<file path="src/rtl/sra_pkg.sv">
package sra_pkg;

    localparam int LAT_W  = 4;
    localparam int KINDS  = 6;

    typedef enum logic [2:0] {
        OP_PASS   = 3'd0,
        OP_DIRECT = 3'd1,
        OP_XCHG   = 3'd2,
        OP_FMRD   = 3'd3,
        OP_FMWR   = 3'd4,
        OP_EXT    = 3'd5
    } route_op_e;

    // bit 0 upper .. bit 5 frame-memory write
    typedef struct packed {
        logic fm_wr;
        logic fm_rd;
        logic ext;
        logic ring;
        logic dn;
        logic up;
    } res_t;

    function automatic logic is_pass(input logic [2:0] code);
        return (code == OP_PASS) || (code > OP_EXT);
    endfunction

    function automatic res_t route_cost(input logic [2:0] code, input logic par);
        res_t c;
        c = '0;
        case (code)
            OP_DIRECT: begin c.ring = 1'b1; c.up = par; end
            OP_XCHG:   begin c.up = 1'b1; c.ring = 1'b1; end
            OP_FMRD:   begin c.up = 1'b1; c.fm_rd = 1'b1; end
            OP_FMWR:   begin c.dn = 1'b1; c.fm_wr = 1'b1; end
            OP_EXT:    begin c.dn = 1'b1; c.ext = 1'b1; end
            default:   c = '0;
        endcase
        return c;
    endfunction

    // base routing 2, buffer handshake +4, frame memory setup +2
    function automatic logic [LAT_W-1:0] route_latency(input res_t c, input logic pass);
        logic [LAT_W-1:0] l;
        if (pass) begin
            l = '0;
        end else begin
            l = LAT_W'(2);
            if (c.up || c.dn)       l = l + LAT_W'(4);
            if (c.fm_rd || c.fm_wr) l = l + LAT_W'(2);
        end
        return l;
    endfunction

endpackage

</file>
<file path="src/rtl/sra_req_fifo.sv">
module sra_req_fifo #(
    parameter int DEPTH = 4,
    parameter int W     = 6
) (
    input  logic         clk,
    input  logic         rst,
    input  logic         push,
    input  logic [W-1:0] din,
    input  logic         pop,
    output logic [W-1:0] dout,
    output logic         nonempty,
    output logic         full
);
    localparam int PW = (DEPTH > 1) ? $clog2(DEPTH) : 1;
    localparam int CW = $clog2(DEPTH + 1);

    logic [W-1:0]  mem_q [DEPTH];
    logic [PW-1:0] rd_q, wr_q;
    logic [CW-1:0] cnt_q;

    function automatic logic [PW-1:0] nxt(input logic [PW-1:0] p);
        return (p == PW'(DEPTH - 1)) ? '0 : p + PW'(1);
    endfunction

    assign dout     = mem_q[rd_q];
    assign nonempty = (cnt_q != '0);
    assign full     = (cnt_q == CW'(DEPTH));

    always_ff @(posedge clk) begin
        if (rst) begin
            rd_q  <= '0;
            wr_q  <= '0;
            cnt_q <= '0;
        end else begin
            if (push) begin
                mem_q[wr_q] <= din;
                wr_q        <= nxt(wr_q);
            end
            if (pop) rd_q <= nxt(rd_q);
            case ({push, pop})
                2'b10:   cnt_q <= cnt_q + CW'(1);
                2'b01:   cnt_q <= cnt_q - CW'(1);
                default: cnt_q <= cnt_q;
            endcase
        end
    end

    p_no_overflow_r8: assert property (@(posedge clk) disable iff (rst)
        cnt_q <= CW'(DEPTH));
    p_pop_nonempty_r7: assert property (@(posedge clk) disable iff (rst)
        pop |-> nonempty);

endmodule

</file>
<file path="src/rtl/sra_pool.sv">
module sra_pool #(
    parameter int N  = 4,
    parameter int IW = 2
) (
    input  logic          clk,
    input  logic          rst,
    input  logic          alloc,
    input  logic          rel,
    input  logic [IW-1:0] rel_idx,
    output logic          avail,
    output logic [IW-1:0] pick
);
    logic [N-1:0] busy_q;

    // lowest free instance wins
    always_comb begin
        pick  = '0;
        avail = 1'b0;
        for (int i = N - 1; i >= 0; i--) begin
            if (!busy_q[i]) begin
                pick  = IW'(i);
                avail = 1'b1;
            end
        end
    end

    always_ff @(posedge clk) begin
        if (rst) begin
            busy_q <= '0;
        end else begin
            for (int i = 0; i < N; i++) begin
                if (alloc && pick == IW'(i)) busy_q[i] <= 1'b1;
                if (rel && rel_idx == IW'(i)) busy_q[i] <= 1'b0;
            end
        end
    end

    p_alloc_needs_free_r3: assert property (@(posedge clk) disable iff (rst)
        alloc |-> avail);
    p_release_held_r6: assert property (@(posedge clk) disable iff (rst)
        rel |-> busy_q[rel_idx]);

endmodule

</file>
<file path="src/rtl/sra_flow_timer.sv">
module sra_flow_timer #(
    parameter int LW = 4
) (
    input  logic          clk,
    input  logic          rst,
    input  logic          load,
    input  logic [LW-1:0] lat,
    input  logic          clear,
    output logic          flow
);
    logic          act_q;
    logic [LW-1:0] cnt_q;

    assign flow = act_q && (cnt_q == '0);

    always_ff @(posedge clk) begin
        if (rst) begin
            act_q <= 1'b0;
            cnt_q <= '0;
        end else if (clear) begin
            act_q <= 1'b0;
            cnt_q <= '0;
        end else if (load) begin
            act_q <= 1'b1;
            cnt_q <= lat;
        end else if (act_q && cnt_q != '0) begin
            cnt_q <= cnt_q - LW'(1);
        end
    end

    p_wait_after_load_r4: assert property (@(posedge clk) disable iff (rst)
        (load && !clear && lat != '0) |=> !flow);
    p_flow_holds_r4: assert property (@(posedge clk) disable iff (rst)
        (flow && !clear) |=> flow);

endmodule

</file>
<file path="src/rtl/stream_route_alloc.sv">
module stream_route_alloc
    import sra_pkg::*;
#(
    parameter int NUM_SRC    = 6,
    parameter int NUM_BUF    = 4,
    parameter int NUM_RING   = 4,
    parameter int FIFO_DEPTH = 4
) (
    input  logic                        clk,
    input  logic                        rst,
    input  logic                        par_mode,
    input  logic                        req_valid,
    input  logic [$clog2(NUM_SRC)-1:0]  req_src,
    input  logic [2:0]                  req_code,
    output logic                        req_ready,
    input  logic                        eof_valid,
    input  logic [$clog2(NUM_SRC)-1:0]  eof_src,
    output logic                        gnt_valid,
    output logic [$clog2(NUM_SRC)-1:0]  gnt_src,
    output logic [2:0]                  gnt_code,
    output logic [5:0]                  gnt_uses,
    output logic [$clog2(NUM_BUF)-1:0]  gnt_up_idx,
    output logic [$clog2(NUM_BUF)-1:0]  gnt_dn_idx,
    output logic [$clog2(NUM_RING)-1:0] gnt_ring_idx,
    output logic [NUM_SRC-1:0]          flow_en,
    output logic [NUM_SRC-1:0]          bypass_en
);
    localparam int SW  = $clog2(NUM_SRC);
    localparam int BW  = $clog2(NUM_BUF);
    localparam int RW  = $clog2(NUM_RING);
    localparam int IXW = (BW > RW) ? ((BW > 0) ? BW : 1) : ((RW > 0) ? RW : 1);

    typedef struct packed {
        logic [2:0]    code;
        logic [SW-1:0] src;
    } req_t;

    typedef struct packed {
        logic                      live;
        logic                      pass;
        logic [KINDS-1:0]          uses;
        logic [KINDS-1:0][IXW-1:0] idx;
    } hold_t;

    // ---------------- request queue ----------------
    req_t head;
    logic head_valid, q_full, q_pop, q_push;

    assign q_push    = req_valid && !q_full;
    assign req_ready = !q_full;

    sra_req_fifo #(.DEPTH(FIFO_DEPTH), .W($bits(req_t))) u_fifo (
        .clk      (clk),
        .rst      (rst),
        .push     (q_push),
        .din      ({req_code, req_src}),
        .pop      (q_pop),
        .dout     (head),
        .nonempty (head_valid),
        .full     (q_full)
    );

    // ---------------- admission ----------------
    hold_t              hold_q [NUM_SRC];
    hold_t              rel_rec;
    logic               head_live, src_ok, fits, do_grant, rel_hit, head_pass;
    res_t               need;
    logic [KINDS-1:0]   need_v, avail_v, alloc_v, rel_v;
    logic [KINDS-1:0][IXW-1:0] pick_v;

    assign need      = route_cost(head.code, par_mode);
    assign need_v    = need;
    assign head_pass = is_pass(head.code);
    assign src_ok    = 32'(head.src) < NUM_SRC;

    always_comb begin
        head_live = 1'b0;
        rel_rec   = '0;
        for (int s = 0; s < NUM_SRC; s++) begin
            if (head.src == SW'(s)) head_live = hold_q[s].live;
            if (eof_src == SW'(s))  rel_rec   = hold_q[s];
        end
    end

    assign fits     = ((need_v & ~avail_v) == '0);
    assign do_grant = head_valid && src_ok && !head_live && fits;
    assign q_pop    = head_valid && (do_grant || !src_ok);
    assign rel_hit  = eof_valid && rel_rec.live;
    assign alloc_v  = do_grant ? need_v : '0;
    assign rel_v    = rel_hit ? rel_rec.uses : '0;

    // ---------------- unit pools ----------------
    for (genvar k = 0; k < KINDS; k++) begin : g_pool
        localparam int UNITS = (k < 2) ? NUM_BUF : ((k == 2) ? NUM_RING : 1);
        sra_pool #(.N(UNITS), .IW(IXW)) u_pool (
            .clk     (clk),
            .rst     (rst),
            .alloc   (alloc_v[k]),
            .rel     (rel_v[k]),
            .rel_idx (rel_rec.idx[k]),
            .avail   (avail_v[k]),
            .pick    (pick_v[k])
        );
    end

    // ---------------- per-source records ----------------
    always_ff @(posedge clk) begin
        if (rst) begin
            for (int s = 0; s < NUM_SRC; s++) hold_q[s] <= '0;
        end else begin
            for (int s = 0; s < NUM_SRC; s++) begin
                if (rel_hit && eof_src == SW'(s)) hold_q[s].live <= 1'b0;
                if (do_grant && head.src == SW'(s)) begin
                    hold_q[s].live <= 1'b1;
                    hold_q[s].pass <= head_pass;
                    hold_q[s].uses <= need_v;
                    hold_q[s].idx  <= pick_v;
                end
            end
        end
    end

    for (genvar s = 0; s < NUM_SRC; s++) begin : g_slot
        sra_flow_timer #(.LW(LAT_W)) u_timer (
            .clk   (clk),
            .rst   (rst),
            .load  (do_grant && head.src == SW'(s)),
            .lat   (route_latency(need, head_pass)),
            .clear (rel_hit && eof_src == SW'(s)),
            .flow  (flow_en[s])
        );
        assign bypass_en[s] = hold_q[s].live && hold_q[s].pass;
    end

    // ---------------- grant report ----------------
    logic [KINDS-1:0][IXW-1:0] gidx_q;

    always_ff @(posedge clk) begin
        if (rst) begin
            gnt_valid <= 1'b0;
            gnt_src   <= '0;
            gnt_code  <= '0;
            gnt_uses  <= '0;
            gidx_q    <= '0;
        end else begin
            gnt_valid <= do_grant;
            if (do_grant) begin
                gnt_src  <= head.src;
                gnt_code <= head.code;
                gnt_uses <= need_v;
                gidx_q   <= pick_v;
            end
        end
    end

    assign gnt_up_idx   = BW'(gidx_q[0]);
    assign gnt_dn_idx   = BW'(gidx_q[1]);
    assign gnt_ring_idx = RW'(gidx_q[2]);

    p_one_buffer_r2: assert property (@(posedge clk) disable iff (rst)
        gnt_valid |-> !(gnt_uses[0] && gnt_uses[1]));
    p_pass_free_r5: assert property (@(posedge clk) disable iff (rst)
        (gnt_valid && gnt_code == 3'd0) |-> (gnt_uses == 6'd0));
    p_release_stops_r6: assert property (@(posedge clk) disable iff (rst)
        rel_hit |=> !flow_en[$past(eof_src)] && !bypass_en[$past(eof_src)]);

endmodule

</file>
<file path="config.mk">
export PLATFORM = sky130hd
export DESIGN_NAME = stream_route_alloc
export DESIGN_NICKNAME = d
export VERILOG_FILES = /design/src/rtl/sra_pkg.sv /design/src/rtl/sra_req_fifo.sv /design/src/rtl/sra_pool.sv /design/src/rtl/sra_flow_timer.sv /design/src/rtl/stream_route_alloc.sv
export SDC_FILE = /design/constraint.sdc
export NUM_CORES = 1
export LEC_CHECK = 0
export ABC_AREA = 1
export BUFFER_PORTS_ARGS = -buffer_cell sky130_fd_sc_hd__buf_2
export CAP_MARGIN = 25
export CORE_AREA = 2 2 141 143
export DETAILED_ROUTE_END_ITERATION = 7
export DIE_AREA = 0 0 143 145
export SLEW_MARGIN = 5
export SYNTH_ARGS = -nofsm -noshare
export SYNTH_HDL_FRONTEND = slang
export SYNTH_SLANG_ARGS = --single-unit
</file>
<file path="constraint.sdc">
create_clock -name clk -period 3.3 [get_ports clk]
set_input_delay 0.495 -clock clk [delete_from_list [all_inputs] [get_ports clk]]
set_output_delay 0.495 -clock clk [all_outputs]
set_load 0.02 [all_outputs]
</file>
==> results of run 1 <==
-- flip-flops by register name, indices dropped and copies added, names as in the netlist, named ones only --
signal / cells
g_pool.u_pool.busy_q: 15
g_slot.u_timer.act_q: 6
g_slot.u_timer.cnt_q: 24
gnt_code: 3
gnt_dn_idx: 2
gnt_ring_idx: 2
gnt_src: 3
gnt_up_idx: 2
gnt_uses: 6
gnt_valid: 1
hold_q: 84
u_fifo.cnt_q: 3
u_fifo.mem_q: 24
u_fifo.rd_q: 2
u_fifo.wr_q: 2
-- layer usage --
metal  global-route usage (%)  routed length, um  vias to the layer above
met3                     3.43                736                       21
met2                     33.2               9830                      127
met5                        0                  0                        -
li1                         -                  -                     3319
met1                     27.0               9180                     3056
met4                     6.19                251                        0
-- cells in the mapped netlist --
cell type	instances	area [um2]
edfxtp_1	108	3240
o2111ai_1	1	8.76
nand2_4	3	33.8
nor4_1	1	6.26
a21oi_1	59	295
a22oi_1	1	7.51
clkbuf_1	12	45.0
buf_12	1	20.0
nand3b_1	2	15.0
a221oi_1	6	52.6
buf_2	6	30.0
a31oi_1	4	25.0
a21boi_0	1	7.51
nand3_1	58	290
ha_1	13	163
nor3_1	20	100
nor2_1	147	552
or2_2	2	12.5
nand3_2	6	60.1
fa_1	1	20.0
dfxtp_1	73	1460
o21ai_0	51	255
xor2_1	7	61.3
a211oi_1	3	22.5
nand2_2	14	87.6
buf_4	9	67.6
nand2_1	202	758
nor2_2	5	31.3
a21o_1	1	7.51
clkinv_1	2	7.51
nor2_4	5	56.3
xnor2_1	5	43.8
nand3_4	2	35.0
o21ai_1	2	10.0
buf_6	5	56.3
a32oi_1	3	26.3
inv_1	105	394
inv_4	1	6.26
nand4_1	17	106
inv_2	11	41.3
a21oi_2	1	8.76
-- power by group through the flow --
stage	combinational [mW]	sequential, mW	clock, mW
floorplan	2.10	3.08	0
global placement	2.81	3.00	0
detailed placement	2.84	3.01	0
CTS	2.85	2.96	1.93
global route	3.19	3.00	2.02
finish	2.84	2.96	1.91
-- cells by family (layout without fill, tap and decap cells) --
group	after synthesis	after routing	synth area share (%)
DFF	181	181	55.1
xor gates and xnor gates	12	12	1.23
buffers and inverters	152	217	7.83
adders and majority gates	14	14	2.14
and+or+nand+nor	484	484	25.1
AOI/OAI and AO/OA	133	133	8.52
-- per-stage QoR --
stage	instance area (um2)	util (%)	std cells	hold slack, ns	setup WS, ns
floorplan	8530	-	976	0.424	0.401
global placement	9030	47.0	1274	0.453	0.466
detailed placement	9030	47.0	1274	0.453	0.399
CTS	9570	49.8	1306	0.266	0.375
global route	9570	49.8	1306	0.265	0.000633
finish	9570	49.8	1306	0.277	0.370
-- layout make-up --
| cell class | instances | area, um2 | area share (%) |
|---|---|---|---|
| multi-input cells | 643 | 3160 | 33.0 |
| flip-flops and latches | 181 | 4700 | 49.2 |
| well taps | 265 | 332 | 3.47 |
| inverters | 119 | 449 | 4.69 |
| clock inverters | 14 | 111 | 1.16 |
| clock buffers | 18 | 429 | 4.49 |
| repair buffers | 66 | 383 | 4.00 |
-- how the worst min path moves through the flow --
| stage | startpoint | to | slack [ns] | depth (start not counted) |
|---|---|---|---|---|
| 2_1_floorplan | g_pool[3].u_pool.busy_q$_SDFFE_PP0P_ | g_pool[3].u_pool.busy_q$_SDFFE_PP0P_ | 0.42 | 2 |
| 3_3_place_gp | g_slot[0].u_timer.cnt_q[0]$_SDFFE_PP0P_ | g_slot[0].u_timer.cnt_q[0]$_SDFFE_PP0P_ | 0.45 | 2 |
| 3_5_place_dp | g_pool[4].u_pool.busy_q$_SDFFE_PP0P_ | g_pool[4].u_pool.busy_q$_SDFFE_PP0P_ | 0.45 | 2 |
| 4_1_cts | req_code[2] | u_fifo.mem_q[0][5]$_DFFE_PP_ | 0.27 | 1 |
| 5_1_grt | req_code[2] | u_fifo.mem_q[1][5]$_DFFE_PP_ | 0.26 | 1 |
| 6_report | req_code[2] | u_fifo.mem_q[0][5]$_DFFE_PP_ | 0.28 | 1 |
-- worst reg2reg max path: cells and delay by family, from the launching register on --
kind | cells | cell delay, ns
adders and majority gates | 2 | 0.58
AOI/OAI and AO/OA | 4 | 0.46
and+or+nand+nor | 11 | 1.00
buffers and inverters | 4 | 0.40
DFF | 1 | 0.38
-- cell usage in the layout, fill, tap and decap left out, types with 2 or more instances in the layout --
cell type   synthesis  routed
a211oi_1            3       3
a21oi_1            59      59
a221oi_1            6       6
a31oi_1             4       4
a32oi_1             3       3
buf_2               6      45
buf_4               9      21
clkbuf_16           0      17
clkinv_1            2       4
clkinv_2            0       4
clkinvlp_4          0       3
dfxtp_1            73      73
edfxtp_1          108     108
ha_1               13      13
inv_1             105     105
inv_2              11      11
inv_6               0       2
nand2_1           202     202
nand2_2            14      14
nand2_4             3       3
nand3_1            58      58
nand3_2             6       6
nand3_4             2       2
nand3b_1            2       2
nand4_1            17      17
nor2_1            147     147
nor2_2              5       5
nor2_4              5       5
nor3_1             20      20
o21ai_0            51      51
o21ai_1             2       2
or2_2               2       2
xnor2_1             5       5
xor2_1              7       7
==> results.py, run 1 <==
metrics = {
    "floorplanning": {
        "die_w_um": 143,
        "rows": 51,
        "fp.dieH_um": 145,
        "die-area_um2": 20700,
        "initial_core_util_pct": 44.4,
        "num_io_pins": 46,
        "core_region_area_um2": 19200,
    },
    "placed_design": {
        "gp_congestion": 0.850,
        "hpwlAfterDp_um": 14500,
        "port_buffers": 45,
    },
    "clock_network": {
        "path_clk_slew_ns": 0.07,
        "ctsResizeCount": 0,
        "numCtsBuffers": 17,
        "ctsHoldBuffers": 0,
        "cts_tree": "yes",
        "clock_sinks": 181,
        "ctsRootBufferMaster": "clkbuf_16",
        "cts_max_level": 4,
        "clock_latency_ns": 0.43,
        "clockBufferDepth": 2,
        "cts_setup_buffers": 0,
    },
    "setup_path": {
        "cp_common_cell": "nand2_1",
        "worst-r2r-setup-slack_ns": 0.37,
        "endpoint_kind": "flip-flop",
        "cp.arrival_ns": 3.24,
        "max_stage_delay_ns": 0.43,
        "slowest_stage": "fa_1",
        "cp_top_family": "simple AND/OR/NAND/NOR gates",
        "r2r-end": "u_fifo.cnt_q[2]$_SDFFE_PP0P_",
        "path_buf_inv": 4,
        "rr_worst_depth": 21,
        "cp-start-kind": "flip-flop",
        "critPathRequiredTime_ns": 3.61,
        "critPathMaxFanout": 14,
        "crit_cells": 21,
        "crit_chain": "inv_2 -> nand2_1 -> nand3_1 -> nand2_2 -> inv_2 -> nand2_2 -> nor2_1 -> nand2_1 -> nand3_2 -> nor2_4 -> nand2_4 -> nand2_1 -> nand2_1 -> inv_1 -> ha_1 -> inv_1 -> fa_1 -> a21oi_1 -> o21ai_0 -> o21ai_0 -> a21oi_1",
        "critPathKind": "flip-flop to flip-flop",
        "endpoint": "u_fifo.cnt_q[2]$_SDFFE_PP0P_",
    },
    "pwr": {
        "seq_power_share_pct": 38.4,
        "power.density_nw_per_um2": 806,
        "vdd_drop_max_v": 0.000366,
        "intPower_mw": 4.60,
        "clockPowerShare_pct": 24.7,
        "p_comb_share_pct": 36.8,
        "switching_share_pct": 40.3,
        "p_switching_mw": 3.11,
        "power_mw": 7.71,
        "power_leakage_nw": 3.88,
    },
    "detailed_routing": {
        "via_count": 6523,
        "routed_wl_um": 20000,
        "vias_per_cell": 4.99,
        "drtAntennaViolNets": 0,
        "post_drt_wl_per_cell_um": 15.3,
        "drtIter0Drc": 374,
        "drc": 0,
        "firstDrtPassIters": 5,
    },
    "final_layout": {
        "num_antenna_cells": 0,
        "final.fill_count": 1805,
        "final_layout_size_suffix_gt1_share_pct": 13.9,
        "nets": 1056,
        "syn2layout_area_growth_pct": 12.1,
    },
    "global_routing": {
        "grt_pass1_wl_um": 32300,
        "grt_pass1_vias": 6345,
        "grt_max_degree": 28,
        "grtUsageTotal_pct": 20.1,
        "grt_overflow": 0,
        "antenna_found_initial": 0,
    },
    "sta": {
        "slew_headroom_pct": 54.8,
        "worst_pin_slew_ns": 0.677,
        "period_needed_ns": 2.93,
        "rsz0062_at_grt": "no",
        "finalClockSkew_ns": 0.0115,
        "max_clock_freq_mhz": 341,
        "finalCritPeriodShare_pct": 88.8,
        "fin_tns_setup_ns": 0,
        "setup_viol": 0,
        "maxSlewViolCount": 0,
        "hold_viol_final": 0,
    },
    "logic_synthesis": {
        "postSynthCellCount": 976,
        "postSynthAreaPerCell_um2": 8.74,
        "yosys_warnings": 0,
        "ys_seq_area_share_pct": 55.1,
        "synth_cell_types": 41,
        "ys_seq_elements": 181,
        "syn_nets": 1004,
        "syn_area_um2": 8530,
    },
    "hold_path": {
        "hold_path_class": "primary input to flip-flop",
    },
    "run_status": {
        "run_status": "finished clean",
    },
    "flow_run": {
        "max-cap-violations": 0,
    },
}
(Power assumes the default switching activity.)
==> run 2: changes to the inputs <==
CORE_AREA = 2 2 181 112   (was 2 2 141 143)
DIE_AREA = 0 0 183 114   (was 0 0 143 145)
==> run 2 against run 1 <==
Net effect:
- sequential cell count did not move
- non-clock buffer count did not move
- clock power rose by 9%
- critical endpoint unchanged
- cell count fell by 1.0%
- critical path depth fell by 1
- largest power group unchanged
==> results.py, run 2 (synthesis results as in run 1) <==
metrics = {
    "clock_network": {
        "cts_max_level": 4,
        "cts_tree": "yes",
        "path_clk_slew_ns": 0.07,
        "numCtsBuffers": 17,
        "clockBufferDepth": 2,
        "ctsRootBufferMaster": "clkbuf_16",
        "clock_latency_ns": 0.44,
        "ctsHoldBuffers": 0,
        "clock_sinks": 181,
    },
    "setup_path": {
        "endpoint_kind": "flip-flop",
        "cp.arrival_ns": 3.32,
        "cp_common_cell": "nand2_1",
        "cp_top_family": "simple AND/OR/NAND/NOR gates",
        "cp-start-kind": "flip-flop",
        "slowest_stage": "fa_1",
        "path_buf_inv": 3,
        "rr_worst_depth": 20,
        "max_stage_delay_ns": 0.44,
        "critPathMaxFanout": 9,
        "crit_chain": "buf_4 -> nand2_1 -> nand3_1 -> nand2_4 -> nand2_1 -> nor2_1 -> nand2_1 -> nand3_2 -> nor2_4 -> nand2_4 -> nand2_1 -> nand2_1 -> inv_1 -> ha_1 -> inv_1 -> fa_1 -> a21oi_1 -> o21ai_0 -> o21ai_0 -> a21oi_1",
        "critPathRequiredTime_ns": 3.63,
        "critPathKind": "flip-flop to flip-flop",
        "worst-r2r-setup-slack_ns": 0.31,
        "crit_cells": 20,
    },
    "sta": {
        "finalCritPeriodShare_pct": 90.6,
        "fin_tns_setup_ns": 0,
        "maxSlewViolCount": 0,
        "hold_viol_final": 0,
        "fin_hold_ws_ns": 0.278,
        "slew_headroom_pct": 54.4,
        "setup_viol": 0,
        "max_clock_freq_mhz": 334,
        "worst_pin_slew_ns": 0.681,
        "finalClockSkew_ns": 0.0125,
        "period_needed_ns": 2.99,
        "rsz0062_at_grt": "no",
    },
    "final_layout": {
        "syn2layout_area_growth_pct": 12.8,
        "top_regs": "hold_q (84), g_slot.u_timer.cnt_q (24), u_fifo.mem_q (24)",
        "num_antenna_cells": 0,
        "final_common_cell": "nand2_1",
        "nets": 1056,
        "final_area_um2": 9620,
        "final_cell_mix": "202 x nand2_1, 147 x nor2_1, 108 x edfxtp_1",
        "largest_register": "hold_q",
        "final_layout_size_suffix_gt1_share_pct": 14.1,
        "largest_register_ff_count": 84,
    },
    "global_routing": {
        "grtUsageTotal_pct": 20.1,
        "grt_pass1_vias": 6058,
        "grt_overflow": 0,
        "antenna_found_initial": 0,
        "grt_pass1_wl_um": 32000,
        "grt_max_degree": 28,
    },
    "floorplanning": {
        "die_w_um": 183,
        "fp.dieH_um": 114,
        "num_io_pins": 46,
        "core_region_area_um2": 19400,
        "die-area_um2": 20900,
        "rows": 40,
        "initial_core_util_pct": 43.9,
    },
    "placed_design": {
        "gp_congestion": 0.839,
        "placed_area_um2": 9010,
        "port_buffers": 45,
        "hpwlAfterDp_um": 14700,
    },
    "detailed_routing": {
        "drc": 0,
        "drtIter0Drc": 528,
        "routed_wl_um": 20100,
        "post_drt_wl_per_cell_um": 15.5,
        "drtAntennaViolNets": 0,
        "vias_per_cell": 5.02,
        "via_count": 6489,
        "firstDrtPassIters": 5,
    },
    "pwr": {
        "vdd_drop_max_v": 0.000363,
        "power.density_nw_per_um2": 820,
        "power_leakage_nw": 3.92,
    },
    "flow_run": {
        "max-cap-violations": 0,
    },
    "hold_path": {
        "hold_depth": 1,
        "hold_path_class": "primary input to flip-flop",
    },
    "run_status": {
        "run_status": "finished clean",
    },
}
==> run 2: cell count changes in the layout (fill, tap and decap cells not counted), moves of 2 or more <==
| cell | before | now |
|---|---|---|
| clkbuf_1 | 1 | 3 |
| clkbuf_16 | 17 | 21 |
| clkinv_1 | 4 | 2 |
| clkinv_2 | 4 | 1 |
| clkinvlp_4 | 3 | 0 |
| dfxtp_1 | 73 | 71 |
| dfxtp_2 | 0 | 2 |
| inv_4 | 1 | 5 |
==> run 2: final timing paths <==
| path | start | end |
|---|---|---|
| worst max-delay path | flip-flop | u_fifo.cnt_q[2]$_SDFFE_PP0P_ |
| worst min-delay path | req_code[2] | u_fifo.mem_q[2][5]$_DFFE_PP_ |
| worst max register to register | flip-flop | u_fifo.cnt_q[2]$_SDFFE_PP0P_ |
| worst min register to register | gnt_uses[2]$_SDFFE_PP0N_ | gnt_uses[2]$_SDFFE_PP0N_ |
==> run 2: what timing repair did <==
item	in CTS	in global routing
setup buffers	0	0
endpoints found under the setup margin	0	1
gates resized for setup	0	4
==> run 2: per-layer routing <==
metal,wire [um],vias to the layer above,share of wire [%],global-route usage (%)
li1,-,3325,-,-
met5,0,-,0,0
met4,300,0,1.5,6.40
met1,10400,3018,52,29.7
met3,929,21,4.6,4.21
met2,8470,125,42,29.6
==> run 2: layout make-up <==
class / count / area (um2)
Timing Repair Buffer: 66 / 383
Inverter: 119 / 452
Clock buffer: 25 / 551
Clock inverter: 7 / 50.0
Multi-Input combinational cell: 643 / 3160
Sequential cell: 181 / 4710
Fill cell: 1876 / 9800
Tap cell: 252 / 315
==> run 2: metrics by stage <==
| stage | worst slack [ns] | instances | power [mW] | util, % |
|---|---|---|---|---|
| 2_1_floorplan | 0.401 | 976 | 5.17 | - |
| 3_3_place_gp | 0.247 | 1261 | 5.80 | 46.4 |
| 3_5_place_dp | 0.163 | 1261 | 5.85 | 46.4 |
| 4_1_cts | 0.150 | 1293 | 7.92 | 49.5 |
| 5_1_grt | 0.0148 | 1293 | 8.41 | 49.5 |
| 6_report | 0.309 | 1293 | 7.89 | 49.5 |
==> run 2: power by group <==
group | internal, mW | leakage, nW | switching, mW
Sequential | 2.78 | 1.68 | 0.200
Combinational | 0.789 | 1.94 | 2.05
Clock | 1.17 | 0.300 | 0.904
